**src/rtl/dac_seq_player.sv**
```systemverilog
module dac_seq_player #(
  parameter int ENTRIES = 32
) (
  input  logic                       clk,
  input  logic                       rst_n,
  input  logic                       bus_wr,
  input  logic [$clog2(ENTRIES):0]   bus_addr,
  input  logic [31:0]                bus_wdata,
  output logic [31:0]                bus_rdata,
  input  logic                       pretrig_start,
  output logic [13:0]                dac_data,
  output logic [1:0]                 dac_clk,
  output logic                       dac_sleep
);
  localparam int AW   = $clog2(ENTRIES);
  localparam int TW   = 9;
  localparam int DW   = 14;
  localparam int TPOS = 20;
  localparam int CPOS = 16;

  logic [TW-1:0] t_mem [ENTRIES];
  logic          c_mem [ENTRIES];
  logic [DW-1:0] v_mem [ENTRIES];

  logic          cont_q, sleep_q, pten_q;
  logic          run_q, phase_q, pend_q, pend_ch_q;
  logic [TW-1:0] timer_q;
  logic [AW-1:0] ptr_q;
  logic [DW-1:0] data_q;
  logic [1:0]    clk_q;

  wire [AW-1:0] idx    = bus_addr[AW-1:0];
  wire          cfg_wr = bus_wr & ~bus_addr[AW];
  wire          tab_wr = bus_wr &  bus_addr[AW];
  wire          start  = ~run_q & ((cfg_wr & bus_wdata[3]) | (pretrig_start & pten_q));
  wire [TW-1:0] cur_t  = t_mem[ptr_q];
  wire          probe  = run_q & ~phase_q;
  wire          zero_e = probe & (cur_t == '0);
  wire          hit    = probe & (cur_t != '0) & (cur_t == timer_q);
  wire          last   = ptr_q == AW'(ENTRIES - 1);
  wire          fin    = zero_e | (hit & last);

  logic unused_bits;
  assign unused_bits = ^{bus_wdata[31:29], bus_wdata[19:17], bus_wdata[15:14]};

  always_ff @(posedge clk or negedge rst_n) begin
    if (!rst_n) begin
      for (int i = 0; i < ENTRIES; i++) begin
        t_mem[i] <= '0;
        c_mem[i] <= 1'b0;
        v_mem[i] <= '0;
      end
    end else if (tab_wr) begin
      t_mem[idx] <= bus_wdata[TPOS +: TW];
      c_mem[idx] <= bus_wdata[CPOS];
      v_mem[idx] <= bus_wdata[0 +: DW];
    end
  end

  always_ff @(posedge clk or negedge rst_n) begin
    if (!rst_n) begin
      cont_q  <= 1'b0;
      sleep_q <= 1'b0;
      pten_q  <= 1'b1;
    end else if (cfg_wr) begin
      cont_q  <= bus_wdata[0];
      sleep_q <= bus_wdata[1];
      pten_q  <= bus_wdata[2];
    end
  end

  always_ff @(posedge clk or negedge rst_n) begin
    if (!rst_n) begin
      run_q   <= 1'b0;
      phase_q <= 1'b0;
      timer_q <= '0;
      ptr_q   <= '0;
    end else if (start) begin
      run_q   <= 1'b1;
      phase_q <= 1'b0;
      timer_q <= '0;
      ptr_q   <= '0;
    end else if (run_q) begin
      if (fin) begin
        run_q   <= cont_q;
        phase_q <= 1'b0;
        timer_q <= '0;
        ptr_q   <= '0;
      end else begin
        phase_q <= ~phase_q;
        if (phase_q) timer_q <= timer_q + 1'b1;
        if (hit) ptr_q <= ptr_q + 1'b1;
      end
    end
  end

  always_ff @(posedge clk or negedge rst_n) begin
    if (!rst_n) begin
      data_q    <= '0;
      pend_q    <= 1'b0;
      pend_ch_q <= 1'b0;
      clk_q     <= '0;
    end else begin
      pend_q <= hit;
      if (hit) begin
        data_q    <= v_mem[ptr_q];
        pend_ch_q <= c_mem[ptr_q];
      end
      clk_q <= pend_q ? (pend_ch_q ? 2'b10 : 2'b01) : 2'b00;
    end
  end

  always_comb begin
    bus_rdata = '0;
    if (bus_addr[AW]) begin
      bus_rdata[TPOS +: TW] = t_mem[idx];
      bus_rdata[CPOS]       = c_mem[idx];
      bus_rdata[0 +: DW]    = v_mem[idx];
    end else begin
      bus_rdata[0] = cont_q;
      bus_rdata[1] = sleep_q;
      bus_rdata[2] = pten_q;
      bus_rdata[4] = run_q;
    end
  end

  assign dac_data  = data_q;
  assign dac_clk   = clk_q;
  assign dac_sleep = sleep_q & ~run_q;
endmodule

```
**config.mk**
```make
export PLATFORM = sky130hd
export DESIGN_NAME = dac_seq_player
export DESIGN_NICKNAME = d
export VERILOG_FILES = /design/src/rtl/dac_seq_player.sv
export SDC_FILE = /design/constraint.sdc
export NUM_CORES = 2
export LEC_CHECK = 0
export BUFFER_PORTS_ARGS = -buffer_cell sky130_fd_sc_hd__buf_4
export CAP_MARGIN = 20
export CORE_ASPECT_RATIO = 0.7
export CORE_MARGIN = 8
export CORE_UTILIZATION = 55
export DETAILED_ROUTE_END_ITERATION = 12
export GPL_ROUTABILITY_DRIVEN = 0
export PLACE_DENSITY_LB_ADDON = 0.1
export SLEW_MARGIN = 15
export SYNTH_ARGS = -nofsm -noshare
export SYNTH_HDL_FRONTEND = slang
export SYNTH_SLANG_ARGS = --single-unit
```
**constraint.sdc**
```tcl
create_clock -name clk -period 5.3 [get_ports clk]
set_input_delay 1.06 -clock clk [delete_from_list [all_inputs] [get_ports clk]]
set_output_delay 1.06 -clock clk [all_outputs]
set_load 0.005 [all_outputs]
```
==> impl_summary.txt <==
----------------------------------------------------
[STA]
  Final setup violation count ... 0
  Tcrit/Tclk final ... 87.6%
  Highest clock frequency the design can meet ... 215 MHz
  Setup repair after global routing missed its margin ... no
  Slew Limit Headroom ... 30.8%
  Worst Skew ... 0.0283 ns
  Post-layout min period ... 4.64 ns
  Fin. max-slew vios ... 0
  Final setup margin ... 0.657 ns
  Fin Hold WS ... 0.463 ns
  Hold Fails Final Rpt ... 0
  Transition at the pin with the smallest max-transition slack ... 1.04 ns
  Summed negative setup slack over all endpoints ... 0 ns

[Clock network]
  Clock tree root driver cell ... sky130_fd_sc_hd__clkbuf_16
  Level count of the clock H-tree ... 3
  Clock transition at path regs ... 0.06 ns
  Hold-fix buffers at CTS ... 0
  Number of buffers created by CTS ... 82
  Clock network latency to the later pin of the worst-skew pair ... 0.65 ns
  # clock sinks ... 805
  Clock Tree Buf Depth ... 3
  TritonCTS clock tree ... built
  Setup Fix Bufs, Post-CTS ... 0
  # resized after CTS ... 0

[Floorplan]
  Die height ... 248 µm
  Number of rows in the core area ... 85
  Width of the die ... 348 µm
  Number of top-level pins ... 91
  Initial Util ... 55.3%
  Core region area ... 0.0766 mm²
  Full die area ... 0.0862 mm²

[Yosys]
  Flip-flop and latch count after synthesis ... 805
  Dominant combinational cell family by area after synthesis ... multiplexers
  Area of the mapped netlist ... 0.0423 mm²
  Largest cells by area after synthesis ... sky130_fd_sc_hd__dfrtp_1, sky130_fd_sc_hd__mux2_2, sky130_fd_sc_hd__mux4_2
  Post-synthesis area per instance ... 15.4 µm²
  Share of the synthesized area in compound gates (AO/OA/AOI/OAI) ... 4.30%
  Fraction of synthesized cell area taken by the top area cell type ... 47.5%
  Top_reg_cell synth ... sky130_fd_sc_hd__dfrtp_1
  Ys Warns ... 0
  Adder and majority cell fraction of the synthesized area ... 0.0887%
  Fraction of the mapped netlist area in simple logic gates ... 1.59%
  Number of synthesized flops with an enable pin ... 0
  Netlist cell types ... 57
  Sequential share of the synthesized area ... 47.6%
  Cell count after synthesis ... 2755
  Multiplexer share of the synthesized area ... 43.1%
  Share of the synthesized netlist area taken by xor and xnor gates ... 0.145%
  Post-synthesis cell type with the largest combined area ... sky130_fd_sc_hd__dfrtp_1
  Share of flip-flops with an asynchronous set or reset ... 100%

[Final layout]
  Share of final-layout standard cells stronger than drive strength 1 ... 54.3%
  Final Non-Filler Cells ... 3806
  Area grow syn2layout ... 11.8%
  Register area ... 0.0202 mm²
  Number of filler instances in the final layout ... 5578
  Footprint of the multi-input gates ... 0.0211 mm²
  Total Nets Final ... 2785

[Setup path]
  Stage delay of the slowest cell on the critical path ... 0.53 ns
  CP top delay family ... simple AND/OR/NAND/NOR gates
  Largest fanout on the critical path ... 19
  Total buffers and inverters traversed by the critical path ... 3
  Cell repeated most along the worst path ... sky130_fd_sc_hd__buf_4
  Required time of the critical path ... 4.24 ns
  Kind of critical path ... in -> out
  List of cells traversed by the critical path ... buf_4, nor2b_1, and2_2, buf_4, a221oi_1, a31oi_1, buf_4
  Highest-delay cell along the critical path ... sky130_fd_sc_hd__and2_2
  Critical Path Sink Type ... output port
  Arr. time, crit path ... 3.58 ns
  Kind of start point of the critical path ... input port

[GRT]
  Grt total ovfl ... 0
  Antenna violations before repair ... 2
  First-pass GRT wire length ... 193000 µm
  Total Routing Usage GR ... 30.3%
  Via count of the first global-routing pass ... 28100
  Maximum number of pins on one net before global-route repair ... 133

[Detailed routing]
  Detailed-route DRC error count ... 0
  Post-Route WL ... 130000 µm
  Pre-Repair DR Iteration Count ... 5
  Routed length per placed instance ... 34.2 µm
  DRT antenna net count ... 0
  Via count normalized by instance count ... 7.12
  Initial DRC Count ... 2823
  Via Count ... 27100

[Placement]
  Port Buffers ... 74
  Hpwl dp ... 79900 µm
  Worst slack at placement ... 0.764 ns
  Dpl cells ... 3656

[Power]
  Worst VDD drop ... 261 µV
  Leakage Power ... 0.0202 µW
  Power density cells ... 366 mW/mm²

[Min path]
  HP Class ... in -> async

[Flow run]
  Max-cap viol count ... 0

[Run status]
  Run status ... complete, no violations

----------------------------------------------------
==> placed cells by master, fill, tap and decap left out, types with 4 or more instances in the layout <==
cell                         instances
sky130_fd_sc_hd__buf_4             148
sky130_fd_sc_hd__a22o_1              5
sky130_fd_sc_hd__nor2_1             31
sky130_fd_sc_hd__mux2_2            771
sky130_fd_sc_hd__clkbuf_1           15
sky130_fd_sc_hd__nor2b_1            10
sky130_fd_sc_hd__bufinv_16           8
sky130_fd_sc_hd__a41oi_1            19
sky130_fd_sc_hd__clkbuf_8           22
sky130_fd_sc_hd__nand2_2             8
sky130_fd_sc_hd__nand2_1            16
sky130_fd_sc_hd__clkbuf_16          87
sky130_fd_sc_hd__o21a_1              6
sky130_fd_sc_hd__dfrtp_1           800
sky130_fd_sc_hd__clkinvlp_4          4
sky130_fd_sc_hd__and3_1              9
sky130_fd_sc_hd__nand2b_1            4
sky130_fd_sc_hd__nor2_4             25
sky130_fd_sc_hd__a221oi_1           34
sky130_fd_sc_hd__xnor2_1             6
sky130_fd_sc_hd__mux4_2            372
sky130_fd_sc_hd__nor3_1              5
sky130_fd_sc_hd__o21ai_1             8
sky130_fd_sc_hd__buf_12             38
sky130_fd_sc_hd__nand3_1             7
sky130_fd_sc_hd__a21oi_1            28
sky130_fd_sc_hd__o211ai_1            6
sky130_fd_sc_hd__conb_1              8
sky130_fd_sc_hd__o21ai_0             8
sky130_fd_sc_hd__mux2i_1           117
sky130_fd_sc_hd__clkinv_2           13
sky130_fd_sc_hd__a31oi_1            15
sky130_fd_sc_hd__a22oi_1            97
==> worst register-to-register path, delay by kind of cell (launching register included) <==
family,cells,cell delay [ns]
AO/OA/AOI/OAI,6,2.11
flip-flops,1,1.03
buffers and inverters,1,0.41
AND/OR/NAND/NOR,1,0.28
XOR/XNOR,1,0.19
multiplexers,1,0.14
==> power by group <==
part	leakage (µW)	internal, µW	switching, µW	total, µW
combinational	0.00809	1880	1430	3320
sequential	0.0107	7030	739	7770
clock	0.00141	3680	2530	6210
==> area by class of cell <==
cell class | instances | share of cell area [%]
multi-input cells | 1659 | 44.6
flip-flops and latches | 805 | 42.6
clock buffers | 123 | 5.33
repair buffers | 189 | 4.05
well taps | 1000 | 2.64
clock inverters | 26 | 0.751
inverters | 3 | 0.0264
diodes | 1 | 0.00529
==> cells by family after synthesis <==
| kind of cell | Yosys count |
|---|---|
| adders and majority gates | 3 |
| and+or+nand+nor | 139 |
| muxes | 1260 |
| buffers and inverters | 298 |
| other | 1 |
| xor gates and xnor gates | 7 |
| AOI/OAI and AO/OA | 242 |
| DFF | 805 |
==> cells in the mapped netlist (all sizes together), types with 6 or more instances <==
| library cell | count |
|---|---|
| o21a | 6 |
| nor3 | 6 |
| xnor2 | 6 |
| nand3 | 7 |
| dfrtp | 804 |
| mux2 | 771 |
| nor2b | 12 |
| mux4 | 372 |
| a41oi | 19 |
| a221oi | 35 |
| o21ai | 16 |
| o211ai | 6 |
| a31oi | 15 |
| nand2 | 24 |
| and2 | 6 |
| and3 | 10 |
| clkbuf | 173 |
| nor2 | 56 |
| mux2i | 117 |
| buf | 122 |
| a22oi | 97 |
| a21oi | 28 |
==> sequential cells by signal (all words and copies together) (netlist names) <==
name / cells
timer_q: 9
run_q: 1
pend_q: 1
pten_q: 1
phase_q: 1
dac_clk: 2
v_mem: 448
cont_q: 1
pend_ch_q: 1
ptr_q: 5
c_mem: 32
dac_data: 14
t_mem: 288
sleep_q: 1
==> through the flow <==
stage          util [%]  area [µm²]  total power, µW
2_1_floorplan         -       42300            10000
3_3_place_gp       58.0       44400            11000
3_5_place_dp       58.0       44400            11200
4_1_cts            61.8       47300            17400
5_1_grt            61.8       47300            18000
6_report           61.8       47300            17300
==> worst paths after layout <==
path                       slack (ns)  cells past startpoint                endpoint                  from
min in group clk                 0.47                      1    dac_clk[1]$_DFF_PN0_      pend_q$_DFF_PN0_
max in group asynchronous        3.57                      2   t_mem[63]$_DFFE_PN0P_                 rst_n
setup reg to reg                 1.03                     10  timer_q[8]$_DFFE_PN0P_  ptr_q[1]$_DFFE_PN0P_
hold reg to reg                  0.47                      1    dac_clk[1]$_DFF_PN0_      pend_q$_DFF_PN0_
hold / removal                   0.46                      1  t_mem[106]$_DFFE_PN0P_                 rst_n
setup / recovery                 0.66                      7           bus_rdata[16]           bus_addr[4]
==> routing by layer <==
metal  up-vias  GRT usage, %  part of all wire [%]
li1      10700             -                     -
met1     14800          44.3                    43
met2      1303          45.5                    45
met3       260          6.51                   8.6
met4         2          10.4                   3.5
met5         -             0                 0.010
(Power assumes the default switching activity.)
